`src/rtl/hs_conn_pkg.sv`:
```
package hs_conn_pkg;

    typedef enum logic [1:0] {
        CN_LOCKOUT,
        CN_WAIT_FREE,
        CN_CHECK_CARD,
        CN_LINKED
    } conn_state_e;

    typedef enum logic [1:0] {
        LN_FREE,
        LN_BP_HELD,
        LN_CD_HELD,
        LN_BLANK
    } line_state_e;

    localparam int LINE_SDA = 0;
    localparam int LINE_SCL = 1;
    localparam int NUM_LINES = 2;

endpackage

```
`src/rtl/hs_sync.sv`:
```
module hs_sync #(
    parameter int STAGES = 2,
    parameter int WIDTH  = 1
) (
    input  logic             clk,
    input  logic             rst_n,
    input  logic [WIDTH-1:0] d,
    output logic [WIDTH-1:0] q
);
    logic [WIDTH-1:0] chain [STAGES];

    genvar s;
    generate
        for (s = 0; s < STAGES; s++) begin : g_stage
            if (s == 0) begin : g_first
                always_ff @(posedge clk or negedge rst_n) begin
                    if (!rst_n) chain[0] <= '1;
                    else        chain[0] <= d;
                end
            end else begin : g_next
                always_ff @(posedge clk or negedge rst_n) begin
                    if (!rst_n) chain[s] <= '1;
                    else        chain[s] <= chain[s-1];
                end
            end
        end
    endgenerate

    assign q = chain[STAGES-1];
endmodule

```
`src/rtl/hs_idle_timer.sv`:
```
module hs_idle_timer #(
    parameter int IDLE_CYCLES = 256
) (
    input  logic clk,
    input  logic rst_n,
    input  logic clear,
    input  logic sda,
    input  logic scl,
    output logic idle
);
    localparam int CW = $clog2(IDLE_CYCLES + 1);
    localparam logic [CW-1:0] LIMIT = CW'(IDLE_CYCLES);

    logic [CW-1:0] cnt;

    always_ff @(posedge clk or negedge rst_n) begin
        if (!rst_n)                   cnt <= '0;
        else if (clear || !sda || !scl) cnt <= '0;
        else if (cnt != LIMIT)        cnt <= cnt + 1'b1;
    end

    assign idle = (cnt == LIMIT);

    // a low on either line or a clear removes the idle qualification
    a_r3_low_clears_idle: assert property (@(posedge clk) disable iff (!rst_n)
        (clear || !sda || !scl) |=> !idle);
endmodule

```
`src/rtl/hs_line_join.sv`:
```
module hs_line_join
    import hs_conn_pkg::*;
#(
    parameter int SYNC_STAGES = 2
) (
    input  logic clk,
    input  logic rst_n,
    input  logic en,
    input  logic bp_lvl,
    input  logic cd_lvl,
    output logic pd_bp,
    output logic pd_cd
);
    localparam int BLANK_CYCLES = SYNC_STAGES + 1;
    localparam int BW = $clog2(BLANK_CYCLES + 1);
    localparam logic [BW-1:0] BLANK_LAST = BW'(BLANK_CYCLES - 1);

    line_state_e st, st_nxt;
    logic [BW-1:0] blank_cnt;

    // state register
    always_ff @(posedge clk or negedge rst_n) begin
        if (!rst_n) begin
            st        <= LN_FREE;
            blank_cnt <= '0;
        end else begin
            st <= st_nxt;
            if (st_nxt == LN_BLANK && st != LN_BLANK) blank_cnt <= '0;
            else if (st == LN_BLANK)                  blank_cnt <= blank_cnt + 1'b1;
        end
    end

    // next state
    always_comb begin
        st_nxt = st;
        if (!en) begin
            st_nxt = LN_FREE;
        end else begin
            unique case (st)
                LN_FREE: begin
                    if (!bp_lvl)      st_nxt = LN_BP_HELD;
                    else if (!cd_lvl) st_nxt = LN_CD_HELD;
                end
                LN_BP_HELD: if (bp_lvl) st_nxt = LN_BLANK;
                LN_CD_HELD: if (cd_lvl) st_nxt = LN_BLANK;
                LN_BLANK:   if (blank_cnt == BLANK_LAST) st_nxt = LN_FREE;
            endcase
        end
    end

    // outputs
    always_comb begin
        pd_bp = en && (st == LN_CD_HELD);
        pd_cd = en && (st == LN_BP_HELD);
    end

    // backplane low while free pulls the card side next cycle
    a_r6_bp_low_to_cd: assert property (@(posedge clk) disable iff (!rst_n)
        (en && st == LN_FREE && !bp_lvl) |=> (pd_cd || !en));
    // card low while free pulls the backplane side next cycle
    a_r6_cd_low_to_bp: assert property (@(posedge clk) disable iff (!rst_n)
        (en && st == LN_FREE && bp_lvl && !cd_lvl) |=> (pd_bp || !en));
    // pull persists while the owning side still reads low
    a_r7_hold_while_low: assert property (@(posedge clk) disable iff (!rst_n)
        (en && st == LN_BP_HELD && !bp_lvl) |=> (pd_cd || !en));
    // after a release the line is never re-pulled in the next cycle
    a_r8_no_self_relatch: assert property (@(posedge clk) disable iff (!rst_n)
        $fell(pd_cd) |=> !pd_bp);
endmodule

```
`src/rtl/hs_bus_connect.sv`:
```
module hs_bus_connect
    import hs_conn_pkg::*;
#(
    parameter int SYNC_STAGES = 2,
    parameter int IDLE_CYCLES = 256
) (
    input  logic clk,
    input  logic rst_n,
    input  logic pwr_good,
    input  logic bp_sda_i,
    input  logic bp_scl_i,
    input  logic cd_sda_i,
    input  logic cd_scl_i,
    output logic link_en,
    output logic bp_sda_pd,
    output logic bp_scl_pd,
    output logic cd_sda_pd,
    output logic cd_scl_pd
);
    logic [NUM_LINES-1:0] bp_s, cd_s, pd_bp, pd_cd;
    logic bp_sda_prev;
    logic stop_seen, bp_idle, in_lockout;
    conn_state_e state, state_nxt;

    hs_sync #(.STAGES(SYNC_STAGES), .WIDTH(NUM_LINES)) u_bp_sync (
        .clk(clk), .rst_n(rst_n), .d({bp_scl_i, bp_sda_i}), .q(bp_s));
    hs_sync #(.STAGES(SYNC_STAGES), .WIDTH(NUM_LINES)) u_cd_sync (
        .clk(clk), .rst_n(rst_n), .d({cd_scl_i, cd_sda_i}), .q(cd_s));

    // stop detection on the backplane
    always_ff @(posedge clk or negedge rst_n) begin
        if (!rst_n) bp_sda_prev <= 1'b1;
        else        bp_sda_prev <= bp_s[LINE_SDA];
    end
    assign stop_seen = bp_s[LINE_SDA] && !bp_sda_prev && bp_s[LINE_SCL];

    assign in_lockout = (state == CN_LOCKOUT);

    hs_idle_timer #(.IDLE_CYCLES(IDLE_CYCLES)) u_idle (
        .clk(clk), .rst_n(rst_n), .clear(in_lockout),
        .sda(bp_s[LINE_SDA]), .scl(bp_s[LINE_SCL]), .idle(bp_idle));

    // state register
    always_ff @(posedge clk or negedge rst_n) begin
        if (!rst_n) state <= CN_LOCKOUT;
        else        state <= state_nxt;
    end

    // next state
    always_comb begin
        state_nxt = state;
        if (!pwr_good) begin
            state_nxt = CN_LOCKOUT;
        end else begin
            unique case (state)
                CN_LOCKOUT:    state_nxt = CN_WAIT_FREE;
                CN_WAIT_FREE:  if (stop_seen || bp_idle) state_nxt = CN_CHECK_CARD;
                CN_CHECK_CARD: begin
                    if (bp_s != 2'b11)      state_nxt = CN_WAIT_FREE;
                    else if (cd_s == 2'b11) state_nxt = CN_LINKED;
                end
                CN_LINKED:     state_nxt = CN_LINKED;
            endcase
        end
    end

    // outputs
    always_comb begin
        link_en = (state == CN_LINKED) && pwr_good;
    end

    genvar ln;
    generate
        for (ln = 0; ln < NUM_LINES; ln++) begin : g_line
            hs_line_join #(.SYNC_STAGES(SYNC_STAGES)) u_join (
                .clk(clk), .rst_n(rst_n), .en(link_en),
                .bp_lvl(bp_s[ln]), .cd_lvl(cd_s[ln]),
                .pd_bp(pd_bp[ln]), .pd_cd(pd_cd[ln]));
        end
    endgenerate

    assign bp_sda_pd = pd_bp[LINE_SDA];
    assign bp_scl_pd = pd_bp[LINE_SCL];
    assign cd_sda_pd = pd_cd[LINE_SDA];
    assign cd_scl_pd = pd_cd[LINE_SCL];

    // supply loss forces lockout at the next edge
    a_r1_lockout_on_loss: assert property (@(posedge clk) disable iff (!rst_n)
        !pwr_good |=> (state == CN_LOCKOUT));
    // connect only follows a cycle with both card lines high
    a_r4_card_ready: assert property (@(posedge clk) disable iff (!rst_n)
        $rose(link_en) |-> $past(cd_s == 2'b11));
    // connect only from the card-check state
    a_r2_via_check: assert property (@(posedge clk) disable iff (!rst_n)
        $rose(link_en) |-> $past(state) == CN_CHECK_CARD);
    // backplane activity during card check restarts the wait
    a_r5_busy_restart: assert property (@(posedge clk) disable iff (!rst_n)
        (pwr_good && state == CN_CHECK_CARD && bp_s != 2'b11) |=> (state != CN_LINKED));
    // no pull-down without a link
    a_r9_no_pd_unlinked: assert property (@(posedge clk) disable iff (!rst_n)
        !link_en |-> (pd_bp == '0 && pd_cd == '0));
endmodule

```
`config.mk`:
```
export PLATFORM = sky130hd
export DESIGN_NAME = hs_bus_connect
export DESIGN_NICKNAME = d
export VERILOG_FILES = /design/src/rtl/hs_conn_pkg.sv /design/src/rtl/hs_sync.sv /design/src/rtl/hs_idle_timer.sv /design/src/rtl/hs_line_join.sv /design/src/rtl/hs_bus_connect.sv
export SDC_FILE = /design/constraint.sdc
export NUM_CORES = 1
export LEC_CHECK = 0
export BUFFER_PORTS_ARGS = -buffer_cell sky130_fd_sc_hd__clkbuf_2
export CAP_MARGIN = 20
export CELL_PAD_IN_SITES_DETAIL_PLACEMENT = 1
export CELL_PAD_IN_SITES_GLOBAL_PLACEMENT = 1
export CORE_ASPECT_RATIO = 1.4
export CORE_UTILIZATION = 45
export CTS_BUF_LIST = sky130_fd_sc_hd__clkbuf_16
export CTS_CLUSTER_DIAMETER = 200
export CTS_CLUSTER_SIZE = 16
export DETAILED_ROUTE_END_ITERATION = 10
export HOLD_SLACK_MARGIN = 0.15
export PLACE_DENSITY_LB_ADDON = 0.1
export SLEW_MARGIN = 20
export SYNTH_ARGS = -nofsm -noshare
export SYNTH_HDL_FRONTEND = slang
export SYNTH_SLANG_ARGS = --single-unit
export TNS_END_PERCENT = 30
```
`constraint.sdc`:
```
create_clock -name clk -period 1.48 [get_ports clk]
set_input_delay 0 -clock clk [delete_from_list [all_inputs] [get_ports clk]]
set_output_delay 0 -clock clk [all_outputs]
set_load 0.02 [all_outputs]
```
==> results.md, run 1 <==
Setup path:
- The kind of cell adding the most delay to the critical path is compound AO/OA/AOI/OAI gates.
- The delay of the slowest critical-path stage is 0.68 ns.
- STA classifies the critical path startpoint as a flip-flop.
- The worst setup path is captured at a flip-flop.
- The kind of critical path is reg2reg.
- At the worst endpoint, the arrival time is 1.54 ns.
- The slowest stage of the critical path is the sky130_fd_sc_hd__o211ai_1 cell.
- The critical path goes through o211ai_1 -> nor3_1.
- The maximum fanout along the worst path is 9.
- The data required time at the worst endpoint is 1.59 ns.
- The critical path contains buffers and inverters numbering 0 combined.

Place:
- Input and output buffers added on the ports amount to 11.
- The placed instance count is ~180.
- The detailed placer's ending HPWL is 2.20 mm.
- At the end of routability-driven placement, the weighted congestion stood at 0.797.
- At the placement stage, the worst setup path has a slack of 0.0433 ns.

Clocking:
- The maximum buffer depth of the clock tree is 2.
- Clock tree synthesis inserted a total of 3 buffers.
- The deepest level of the CTS H-tree is 1.
- The source-to-sink clock delay at the later pin of the worst-skew pair is roughly 0.26 ns.
- Clock tree synthesis found a total of 28 sinks.
- TritonCTS built the clock tree.
- After clock tree synthesis, the clock-pin slew on the worst setup and hold paths is 0.06 ns.
- The cell sitting at the root of the clock tree is a sky130_fd_sc_hd__clkbuf_16.

Synth:
- Synthesis produced a netlist whose cell count is 130.
- The number of warning messages in the yosys log is 0.
- The post-synth net total is roughly 140.
- In this run the mean area of a mapped cell was 10.4 µm².
- The share of the yosys chip area belonging to registers is between 50% and 60%.
- The cell area that synthesis handed to floorplanning was 1350 µm².
- The synthesized flop and latch total is 28.
- Synthesis instantiated 38 different standard cells from the library.

STA:
- The portion of the clock cycle consumed by the worst path in the final layout is 96.4%.
- Setup slack on the critical path of the routed design comes to 0.0529 ns.
- For the finished layout, the period the worst path requires is roughly 1.4 ns.
- For the pin with the worst max-slew slack, the measured transition is between 0.7 and 0.8 ns.
- Setup violations remaining at the end of the flow were counted as 0.
- The final hold violation count is 0.
- The number of max-slew violations in the final report is 0.
- The clock arrives with 0.00319 ns of skew.
- The maximum achievable frequency is 701 MHz.
- The worst pin sits at a relative slew slack of 47.8%.
- Setup repair after global routing could not meet its margin everywhere.

Floorplanning:
- In this run the count of I/O pins placed on the die edge is 12.
- The die covers 3220 µm².
- The number of rows in the core area is 23.
- The floorplan step defined a core boundary enclosing 2850 µm².
- The y dimension of the die is approximately 67 µm.
- The starting density of the core is 47.3%.
- The floorplan die width is 48.3 µm.

Route:
- The number of optimization iterations in the first detailed-route pass is 4.
- For this block, the via count after detailed routing is 1063.
- In the final routed layout, each cell accounts on average for around 16 µm.
- For this block, the routed nets add up to 3.00 mm of wire.
- The count of nets left with antenna violations once routing finished came out at 0.
- For this run, design rule violations remaining after detail routing come to 0.
- The ratio of routed vias to standard cells is 5.75.
- The initial DRC count is 20.

Power and ir drop:
- The total power divided by cell area is between 900 and 1000 nW/µm².
- In this run the static leakage power is 0.655 nW.
- The design draws 1.56 mW.
- The maximum resistive drop on vdd is 714 µV.

Global route:
- The total overflow left after global routing is 0.
- The wire length of the first global-routing pass is 4.91 mm.
- For met1 alone, demand over resource in global routing was 23.4%.
- The maximum number of pins on one net before global-route repair is 29.
- For this run, global-route usage on met3 was measured as 4.07%.
- In this run the most used layer during global routing was met2.
- The combined global-route utilization of all metal layers is 22.7%.
- The routing usage on met2 is roughly 40%.
- The number of global-route vias before repair is 1115.
- The initial antenna violation count is 0.

Layout:
- At the end of the flow, the number of nets in the layout was 160.
- Relative to the synthesized area, the layout overhead comes to 18.9%.
- The area of the multi-input gates is approximately 610 µm².
- The sequential cell area is 712 µm².
- 0 antenna diodes ended up in the layout.
- In the final layout, the share of cells above drive strength 1 is 21.6%.
- The number of fillers in the final layout is 314.
- Once layout is complete, the cells apart from fillers number around 190.

Job:
- The tool flagged a number of max-cap violations equal to 0.

Min path:
- The min-delay analysis places its worst path in the category in2async.

Outcome:
- The run finished with clean final reports.
[sequential cells by signal, summed over array words and instances (netlist names)]
signal	flops
u_cd_sync.q	2
u_bp_sync.chain	2
u_cd_sync.chain	2
bp_sda_prev	1
state	2
u_bp_sync.q	2
g_line.u_join.st	4
g_line.u_join.blank_cnt	4
u_idle.cnt	9
[synth_stat cells]
master / n / area (µm²)
sky130_fd_sc_hd__nor4bb_1: 1 / 10.0
sky130_fd_sc_hd__a22o_1: 1 / 8.76
sky130_fd_sc_hd__o31ai_1: 2 / 15.0
sky130_fd_sc_hd__ha_1: 4 / 50.1
sky130_fd_sc_hd__o211ai_1: 2 / 15.0
sky130_fd_sc_hd__xor2_1: 2 / 17.5
sky130_fd_sc_hd__inv_1: 7 / 26.3
sky130_fd_sc_hd__nand3b_1: 4 / 30.0
sky130_fd_sc_hd__a21boi_1: 1 / 7.51
sky130_fd_sc_hd__nor3_1: 4 / 20.0
sky130_fd_sc_hd__or4_4: 1 / 11.3
sky130_fd_sc_hd__or4_1: 2 / 15.0
sky130_fd_sc_hd__nor4_1: 1 / 6.26
sky130_fd_sc_hd__or2b_1: 1 / 7.51
sky130_fd_sc_hd__or2_2: 1 / 6.26
sky130_fd_sc_hd__nand4bb_1: 1 / 11.3
sky130_fd_sc_hd__dfrtp_1: 19 / 475
sky130_fd_sc_hd__nor2b_1: 3 / 18.8
sky130_fd_sc_hd__a31oi_1: 1 / 6.26
sky130_fd_sc_hd__and2_1: 3 / 18.8
sky130_fd_sc_hd__clkbuf_1: 5 / 18.8
sky130_fd_sc_hd__a311oi_1: 3 / 26.3
sky130_fd_sc_hd__o221ai_2: 1 / 15.0
sky130_fd_sc_hd__nand3_2: 1 / 10.0
sky130_fd_sc_hd__a41oi_1: 1 / 8.76
sky130_fd_sc_hd__and3_1: 3 / 18.8
sky130_fd_sc_hd__o21ai_0: 7 / 35.0
sky130_fd_sc_hd__nor2_1: 3 / 11.3
sky130_fd_sc_hd__or3_1: 2 / 12.5
sky130_fd_sc_hd__nand2b_1: 2 / 12.5
sky130_fd_sc_hd__xnor2_1: 1 / 8.76
sky130_fd_sc_hd__a41o_1: 1 / 10.0
sky130_fd_sc_hd__nand2_1: 8 / 30.0
sky130_fd_sc_hd__a21oi_1: 15 / 75.1
sky130_fd_sc_hd__a31o_2: 1 / 8.76
sky130_fd_sc_hd__o21a_1: 1 / 7.51
sky130_fd_sc_hd__nand3_1: 5 / 25.0
sky130_fd_sc_hd__dfstp_2: 9 / 236
[area by class of cell]
type                    count  share of cell area, %
well taps                  37                   2.89
clock inverters             1                  0.234
repair buffers             19                   8.12
multi-input cells          90                   38.0
flip-flops and latches     28                   44.4
inverters                   7                   1.64
clock buffers               3                   4.68
[per-layer routing]
layer,up-vias,part of all wire (%)
met4,0,2.5
met2,16,58
met3,6,2.2
met5,-,0
met1,532,37
li1,509,-
[cells in the final DEF (no fill, tap or decap), types with 3 or more instances in the layout]
| master | n |
|---|---|
| sky130_fd_sc_hd__and2_1 | 3 |
| sky130_fd_sc_hd__a311oi_1 | 3 |
| sky130_fd_sc_hd__clkbuf_16 | 3 |
| sky130_fd_sc_hd__nand3b_1 | 4 |
| sky130_fd_sc_hd__inv_1 | 7 |
| sky130_fd_sc_hd__dfstp_2 | 9 |
| sky130_fd_sc_hd__clkbuf_2 | 11 |
| sky130_fd_sc_hd__nand3_1 | 4 |
| sky130_fd_sc_hd__a21oi_1 | 15 |
| sky130_fd_sc_hd__ha_1 | 4 |
| sky130_fd_sc_hd__o21ai_0 | 7 |
| sky130_fd_sc_hd__nand2_1 | 8 |
| sky130_fd_sc_hd__nor2_1 | 3 |
| sky130_fd_sc_hd__dfrtp_1 | 19 |
| sky130_fd_sc_hd__dlygate4sd3_1 | 6 |
| sky130_fd_sc_hd__and3_1 | 3 |
| sky130_fd_sc_hd__nor2b_1 | 3 |
| sky130_fd_sc_hd__nor3_1 | 4 |
[repair_timing]
| action | in CTS | in global routing |
|---|---|---|
| setup buffers | 0 | 0 |
| hold buffers | 6 | 0 |
| gates resized for setup | 1 | 2 |
| setup endpoints to repair | 4 | 5 |
| hold endpoints to repair | 25 | 0 |
[worst paths after layout]
| path | cells past startpoint | slack [ns] | startpoint | to |
|---|---|---|---|---|
| worst max-delay path | 2 | 0.05 | state[1] | u_idle.cnt[0] |
| worst min-delay path | 2 | 0.31 | rst_n | u_idle.cnt[1] |
| worst max register to register | 2 | 0.05 | state[1] | u_idle.cnt[0] |
| worst min register to register | 0 | 0.36 | u_bp_sync.chain[3] | u_bp_sync.q[1] |
| max in group asynchronous | 2 | 0.73 | rst_n | u_idle.cnt[5] |
| min in group clk | 0 | 0.36 | u_bp_sync.chain[3] | u_bp_sync.q[1] |
[power breakdown]
group	internal, mW	total (mW)	switching, mW
Clock	0.362	0.614	0.252
Sequential	0.803	0.834	0.0311
Combinational	0.0526	0.115	0.0621
[through the flow]
stage               setup TNS (ns)  area [µm²]  hold WS [ns]  util (%)
floorplan                        0        1350        -0.296         -
global placement                 0        1450        0.0723      50.7
detailed placement               0        1450        0.0783      50.7
CTS                              0        1590         0.328      55.8
global route               -0.0313        1600         0.362      56.3
finish                           0        1600         0.309      56.3
[cell families (layout without fill, tap and decap cells)]
logic type	after synthesis	after routing	share of synthesized area (%)
AND/OR/NAND/NOR	46	46	20.4
AO/OA/AOI/OAI	37	37	17.7
flip-flops	28	28	52.8
buffers and inverters	12	30	3.34
adder cells (fa/ha/maj)	4	4	3.71
XOR/XNOR	3	3	1.95
Power figures use the tool's default switching activity.
==> run 2: changes to the inputs <==
--- a/config.mk
+++ b/config.mk
@@ -9,7 +9,6 @@
 export CAP_MARGIN = 20
 export CELL_PAD_IN_SITES_DETAIL_PLACEMENT = 1
 export CELL_PAD_IN_SITES_GLOBAL_PLACEMENT = 1
-export CORE_ASPECT_RATIO = 1.4
 export CORE_UTILIZATION = 45
 export CTS_BUF_LIST = sky130_fd_sc_hd__clkbuf_16
 export CTS_CLUSTER_DIAMETER = 200
==> run 2 against run 1 <==
Effect of this change:
- largest power group unchanged
- count of clock-buffer cells in the layout unchanged
- first-iteration DRC count is 35% higher
- via count down 0.66%
- critical endpoint unchanged
- clock skew decreased by 0.0015 ns
==> results.md, run 2 (synthesis results as in run 1) <==
Job:
- The number of max-cap violations is 0 (unchanged).

Clocking:
- The number of buffers created by CTS came to 3 (unchanged).
- TritonCTS built the clock tree.
- The sink count of the clock tree is 28 (unchanged).
- The buffers inserted during post-CTS setup optimization is 0 (unchanged).
- The source-to-sink clock delay at the later pin of the worst-skew pair was 0.26 ns (about the same).
- The clock-pin transition on the worst setup and hold timing paths is 0.07 ns (about the same).
- The root buffer cell is sky130_fd_sc_hd__clkbuf_16.
- The maximum buffer depth of the clock tree is 2 (unchanged).
- The deepest level of the CTS H-tree is 1 (unchanged).

Global route:
- The initial antenna violation count is 0 (unchanged).
- The wire length of the first global-routing pass is 5.29 mm (+7.7%).
- The number of global-route vias before repair is 1163 (+4.3%).
- The overflow left after global routing is 0 (unchanged).
- The maximum number of pins on one net before global-route repair came to 29 (unchanged).
- The combined global-route utilization of all metal layers came to 21.8% (-0.88 points).

Setup path:
- The critical path capture point type is a flip-flop.
- The maximum fanout along the worst path is 9 (unchanged).
- The worst setup path is launched from a flip-flop.
- The data required time at the worst endpoint is 1.58 ns (about the same).
- The cell with the biggest individual delay on the critical path is sky130_fd_sc_hd__o211ai_1.
- The startpoint identified for the worst register-to-register timing path is state[1].
- The signal on the critical path passes through o211ai_1 -> nor3_1.
- The endpoint of the lowest-slack register-to-register path is u_idle.cnt[0].
- The count of cells along the worst register-to-register path is 2 (unchanged).
- The minimum setup slack among reg-to-reg paths came to 0.005 ns (-0.05 ns).
- The delay of the slowest critical-path stage came to 0.67 ns (about the same).
- The arrival time of the worst setup path came to 1.57 ns (+0.03 ns).
- The kind of critical path is reg2reg.

Layout:
- The share of the core filled with cells in the final layout came to 57.4% (+1.1 points).
- Leaving out fill and tap cells, the most frequent cells in the layout are sky130_fd_sc_hd__dfrtp_1, sky130_fd_sc_hd__a21oi_1, sky130_fd_sc_hd__clkbuf_2, sky130_fd_sc_hd__dfstp_2, sky130_fd_sc_hd__nand2_1.
- The share of cells above drive strength 1 is 24.5% (+2.9 points).
- The largest registers in the layout are u_idle.cnt: 9 flops, g_line.u_join.blank_cnt: 4 flops, g_line.u_join.st: 4 flops.
- The number of flip-flops in the largest register is 9 (unchanged).
- The number of fillers in the final layout came to 307 (-2.2%).
- From synthesis to final layout, the design area changed by 19.5%.
- The total inserted antenna cells is 0 (unchanged).
- The net total in the final layout is 159 (-0.63%).
- The top register by number of flip-flops is u_idle.cnt.
- Leaving out fill and tap cells, the most frequent cell in the layout is sky130_fd_sc_hd__dfrtp_1.

Floorplanning:
- The area enclosed by the die boundary was 3220 µm² (-0.10%).
- The core box area is 2810 µm² (-1.5%).
- The starting density of the core is 48.0% (+0.74 points).
- The I/O pin total came to 12 (unchanged).
- The y dimension of the die is 56.7 µm (-15%).
- The floorplan die width came to 56.7 µm (+18%).
- The number of rows in the core area is 19 (-17%).

STA:
- The final setup violation count is 0 (unchanged).
- The portion of the clock cycle consumed by the worst path in the final layout is 99.7% (+3.2 points).
- The setup clock skew after layout is 0.00167 ns (-0.00152 ns).
- Setup repair after global routing could not meet its margin everywhere.
- The smallest hold slack is 0.303 ns (-0.00604 ns).
- The final hold violation count is 0 (unchanged).
- The maximum achievable frequency came to 678 MHz (-3.3%).
- The number of max-slew violations in the final report came to 0 (unchanged).
- The worst slew slack as a fraction of its limit was 47.6% (-0.20 points).
- The pin slew with the least headroom to its limit is 0.782 ns (+0.00296 ns).
- The time the worst path needs with I/O delays and setup is 1.48 ns (+0.0481 ns).
- The summed negative setup slack over all endpoints is 0 ns (unchanged).

Power and ir drop:
- The total power of the final layout is 1.56 mW (-0.24%).
- The total power divided by cell area came to 969 nW/µm² (-0.71%).
- The static leakage power came to 0.646 nW (-1.3%).
- The maximum resistive drop on vdd is 546 µV (-24%).

Route:
- The total via count after detailed routing is 1056 (-0.66%).
- The total detailed-routing wirelength is 3.04 mm (+1.1%).
- The number of remaining DRC errors is 0 (unchanged).
- The initial DRC count was 27 (+35%).
- The antenna violation net count after detailed routing is 0 (unchanged).
- The number of optimization iterations in the first detailed-route pass was 3 (-1).
- The ratio of routed vias to standard cells was 5.93 (+3.2%).
- The wire length per cell is 17.1 µm (+5.1%).

Place:
- The final weighted congestion in routability-driven placement is 0.816 (+2.4%).
- The detailed placer's ending HPWL came to 2.12 mm (-3.8%).
- The number of buffers inserted by port buffering is 11 (unchanged).

Outcome:
- The run finished with clean final reports.

Min path:
- The path class of the tightest hold or removal check is in2async.
## run 2: cell count changes in the layout (fill, tap and decap cells not counted)
cell,previous run,this run
sky130_fd_sc_hd__nor4bb_4,0,1
sky130_fd_sc_hd__dfrtp_2,0,2
sky130_fd_sc_hd__o21ai_0,7,6
sky130_fd_sc_hd__o21ai_1,0,1
sky130_fd_sc_hd__ha_1,4,2
sky130_fd_sc_hd__dfrtp_1,19,17
sky130_fd_sc_hd__buf_4,2,1
sky130_fd_sc_hd__ha_2,0,2
sky130_fd_sc_hd__nor4_1,1,0
sky130_fd_sc_hd__nor4_2,0,1
sky130_fd_sc_hd__nor4bb_2,1,0
## run 2: worst max path at each step
stage                       start            end  slack (ns)  depth (start not counted)
global placement    u_idle.cnt[6]       state[1]        0.11                          3
CTS                 u_idle.cnt[5]  u_idle.cnt[0]        0.02                          4
floorplan           u_idle.cnt[5]       state[1]        0.14                          3
finish                   state[1]  u_idle.cnt[0]       0.005                          2
detailed placement  u_idle.cnt[6]       state[1]        0.05                          3
global route        u_idle.cnt[0]  u_idle.cnt[0]       -0.09                          5
## run 2: repair_timing
item / 4_1_cts / 5_1_grt
hold endpoints to repair: 26 / 0
endpoints found under the setup margin: 3 / 9
gates resized for setup: 2 / 8
pin swaps: 0 / 2
hold buffers: 6 / 0
## run 2: critical path: cells and delay by family, from the launching register on
family          cells  cell delay, ns
simple gates        1            0.18
compound gates      1            0.67
flops               1            0.46
## run 2: final cells by class
class                   instances  area, µm²  share of cell area, %
multi-input cells              90        629                   39.1
repair buffers                 18        123                   7.61
well taps                      31       38.8                   2.41
flip-flops and latches         28        714                   44.4
clock inverters                 1       3.75                  0.233
inverters                       7       26.3                   1.63
clock buffers                   3       75.1                   4.66
## run 2: through the flow
step                setup WS, ns  instances  cell area, µm²
floorplan                  0.136        130            1350
global placement           0.105        168            1430
detailed placement        0.0535        168            1430
CTS                       0.0208        178            1580
global route             -0.0874        178            1610
finish                   0.00482        178            1610
## run 2: per-layer routing
metal / part of all wire, % / global-route usage [%] / vias up
met5: 0 / 0 / -
met4: 2.2 / 8.57 / 0
met3: 1.8 / 4.15 / 9
met2: 54 / 40.3 / 14
met1: 42 / 24.3 / 521
li1: - / - / 512
## run 2: power breakdown
part           leakage, nW  internal (mW)  switching (mW)  total, mW
registers            0.339          0.804          0.0314      0.835
clock network       0.0385          0.362           0.247      0.609
logic                0.268         0.0540          0.0612      0.115
total                0.646           1.22           0.340       1.56
==> run 3: changes to the inputs <==
--- a/config.mk
+++ b/config.mk
@@ -9,7 +9,7 @@
 export CAP_MARGIN = 20
 export CELL_PAD_IN_SITES_DETAIL_PLACEMENT = 1
 export CELL_PAD_IN_SITES_GLOBAL_PLACEMENT = 1
-export CORE_UTILIZATION = 45
+export CORE_UTILIZATION = 37
 export CTS_BUF_LIST = sky130_fd_sc_hd__clkbuf_16
 export CTS_CLUSTER_DIAMETER = 200
 export CTS_CLUSTER_SIZE = 16
==> run 3 against run 2 <==
Effect of this change:
- critical path depth increased by 1
- non-clock buffer count unchanged
- global-route usage decreased by 5.5 points
- core utilization decreased by 8.4 points
- via count decreased by 2.6%
- cell count increased by 8.4%
- clock skew increased by 0.0056 ns
- sequential share of layout area decreased by 1.6 points
- combinational power about the same
- hold slack got worse by 0.0010 ns
- highest routed layer unchanged
==> results.md, run 3 (synthesis results as in run 1) <==
Outcome:
- The flow ran to the end, and the final reports show no timing, DRC or antenna violations.

Setup path:
- The minimum setup slack among reg-to-reg paths was 0.03 ns (+0.03 ns).
- The maximum fanout along the worst path is 5 (-4).
- The data required time at the worst endpoint came to 1.60 ns (+0.02 ns).
- The worst setup path is launched from a flip-flop.
- The startpoint of the most critical setup path is u_idle.cnt[6].
- The arrival time of the worst setup path came to 1.57 ns (about the same).
- The cell with the biggest individual delay on the critical path is sky130_fd_sc_hd__or4_4.
- STA classifies the critical path endpoint as a flip-flop.
- The delay of the slowest critical-path stage is 0.57 ns (-0.10 ns).
- The kind of critical path is reg2reg.
- The endpoint of the lowest-slack register-to-register path is u_idle.cnt[1].
- The count of cells along the worst register-to-register path is 3 (+1).
- The startpoint of the most critical register-to-register path is u_idle.cnt[6].
- In this run the worst setup path terminates at u_idle.cnt[1].
- Walking the worst path, the cells encountered are or4_4 -> o21ai_0 -> a21oi_1.

Route:
- The ratio of routed vias to standard cells is 5.33 (-10%).
- The antenna violation net count after detailed routing is 0 (unchanged).
- The total detailed-routing wirelength is 2.85 mm (-6.3%).
- The initial DRC count is 8 (-70%).
- The number of remaining DRC errors is 0 (unchanged).
- The total via count after detailed routing is 1029 (-2.6%).
- The number of optimization iterations in the first detailed-route pass is 4 (+1).
- The wire length per cell was 14.7 µm (-14%).

Power and ir drop:
- The clock network fraction of design power was 45.8% (+6.7 points).
- The sequential power share was 47.5% (-6.0 points).
- The static leakage power is 0.659 nW (+1.9%).
- The total power divided by cell area is 1050 nW/µm² (+8.0%).
- The net switching component of the power came to 355 µW (+4.4%).
- The part of the total power dissipated in combinational logic is 6.7% (-0.7 points).
- The internal power of the cells was 1.40 mW (+15%).
- The switching power as a share of total power is 20.2% (-1.6 points).
- The maximum resistive drop on vdd came to 685 µV (+25%).

Clocking:
- The maximum buffer depth of the clock tree is 2 (unchanged).
- The number of buffers created by CTS is 3 (unchanged).
- The clock-pin transition on the worst setup and hold timing paths is 0.07 ns (about the same).
- TritonCTS built the clock tree.
- The source-to-sink clock delay at the later pin of the worst-skew pair came to 0.27 ns (about the same).
- The sink count of the clock tree came to 28 (unchanged).
- The deepest level of the CTS H-tree is 1 (unchanged).
- CTS placed an instance of sky130_fd_sc_hd__clkbuf_16 at the clock tree root.

STA:
- The final hold violation count came to 0 (unchanged).
- The pin slew with the least headroom to its limit came to 0.724 ns (-0.0586 ns).
- The final setup slack of the worst path came to 0.0310 ns (+0.0262 ns).
- Setup repair after global routing could not meet its margin everywhere.
- The portion of the clock cycle consumed by the worst path in the final layout is 97.9% (-1.8 points).
- The maximum achievable frequency is 690 MHz (+1.8%).
- The final setup violation count was 0 (unchanged).
- The setup clock skew after layout came to 0.00725 ns (+0.00558 ns).
- The number of max-slew violations in the final report is 0 (unchanged).
- The worst slew slack as a fraction of its limit is 51.5% (+3.9 points).
- The smallest hold slack is 0.302 ns (-0.00104 ns).
- The time the worst path needs with I/O delays and setup is 1.45 ns (-0.0262 ns).

Layout:
- The share of cells above drive strength 1 is 25.2% (+0.68 points).
- In the final layout, the registers with the most flip-flops are u_idle.cnt: 9 flops, g_line.u_join.blank_cnt: 4 flops, g_line.u_join.st: 4 flops.
- The total inserted antenna cells is 0 (unchanged).
- The area growth from synthesis to layout is 24.3%.
- u_idle.cnt holds more flip-flops than any other register.
- In the layout the commonest cells are sky130_fd_sc_hd__dfrtp_1, sky130_fd_sc_hd__a21oi_1, sky130_fd_sc_hd__clkbuf_2, sky130_fd_sc_hd__dfstp_2, sky130_fd_sc_hd__nand2_1.
- The net total in the final layout is 159 (unchanged).
- The number of flip-flops in the largest register is 9 (unchanged).
- The library cell used most frequently in the layout, excluding fill and tap cells, is sky130_fd_sc_hd__dfrtp_1.

Place:
- The detailed placer's ending HPWL is 1.88 mm (-11%).
- The number of buffers inserted by port buffering is 11 (unchanged).
- The minimum setup slack after placement is 0.0833 ns (+0.0298 ns).
- The final weighted congestion in routability-driven placement came to 0.746 (-8.6%).

Floorplanning:
- The core box area came to 3420 µm² (+22%).
- The number of rows in the core area is 21 (+2).
- The starting density of the core was 39.5% (-8.6 points).
- The floorplan die width is 62.4 µm (+9.9%).
- The I/O pin total is 12 (unchanged).
- The area enclosed by the die boundary is 3890 µm² (+21%).
- The y dimension of the die was 62.4 µm (+9.9%).

Global route:
- The wire length of the first global-routing pass came to 4.96 mm (-6.1%).
- The number of global-route vias before repair is 1052 (-9.5%).
- The overflow left after global routing came to 0 (unchanged).
- The combined global-route utilization of all metal layers is 16.3% (-5.5 points).
- The initial antenna violation count is 0 (unchanged).
- The maximum number of pins on one net before global-route repair is 29 (unchanged).

Job:
- The number of max-cap violations is 0 (unchanged).

Min path:
- In this run the worst hold path is classified as in2async.
## run 3: worst max-delay path: cells and delay by family (launching register included)
family	cells	cell delay (ns)
compound gates	2	0.32
flops	1	0.42
simple gates	1	0.57
## run 3: timing repair
item | 4_1_cts | 5_1_grt
hold buffers | 6 | 0
buffers inserted | 0 | 0
hold endpoints to repair | 26 | 0
resized for setup | 1 | 9
pin swaps | 0 | 1
endpoints found under the setup margin | 2 | 9
## run 3: power groups by stage
stage	sequential, mW	clock (mW)	combinational, mW
finish	0.833	0.802	0.117
floorplan	0.832	0	0.0653
global placement	0.842	0	0.0948
CTS	0.832	0.818	0.112
detailed placement	0.843	0	0.0984
global route	0.838	0.851	0.135
## run 3: per-stage QoR
stage / instances / total power [mW] / setup TNS [ns] / util (%) / area, µm²
5_1_grt: 193 / 1.82 / -0.107 / 49.0 / 1680
3_5_place_dp: 183 / 0.942 / 0 / 42.4 / 1450
4_1_cts: 193 / 1.76 / 0 / 47.4 / 1620
6_report: 193 / 1.75 / 0 / 49.0 / 1680
2_1_floorplan: 130 / 0.897 / 0 / - / 1350
3_3_place_gp: 183 / 0.936 / 0 / 42.4 / 1450
## run 3: layout make-up
| cell class | count | area, µm² |
|---|---|---|
| multi-input cells | 90 | 648 |
| repair buffers | 18 | 123 |
| flip-flops and latches | 28 | 716 |
| inverters | 7 | 26.3 |
| clock buffers | 3 | 75.1 |
| well taps | 46 | 57.6 |
| clock inverters | 1 | 30.0 |
| fillers | 379 | 1740 |
## run 3: routing by layer
metal,vias up,GRT usage [%],routed length (µm)
li1,508,-,-
met1,506,21.9,1440
met2,10,26.2,1310
met3,5,3.86,60
met4,0,4.36,31
met5,-,0,0
## run 3: how the worst min path moves through the flow
stage                                               end  startpoint  cells past startpoint  slack [ns]
after floorplan           g_line[0].u_join.blank_cnt[0]       rst_n                      0       -0.30
after CTS                                 u_idle.cnt[7]       rst_n                      2        0.34
after global placement                    u_idle.cnt[8]       rst_n                      1        0.07
after global routing                 u_bp_sync.chain[3]    bp_scl_i                      2        0.35
final                                     u_idle.cnt[8]       rst_n                      2        0.30
after detailed placement                  u_idle.cnt[8]       rst_n                      1        0.08
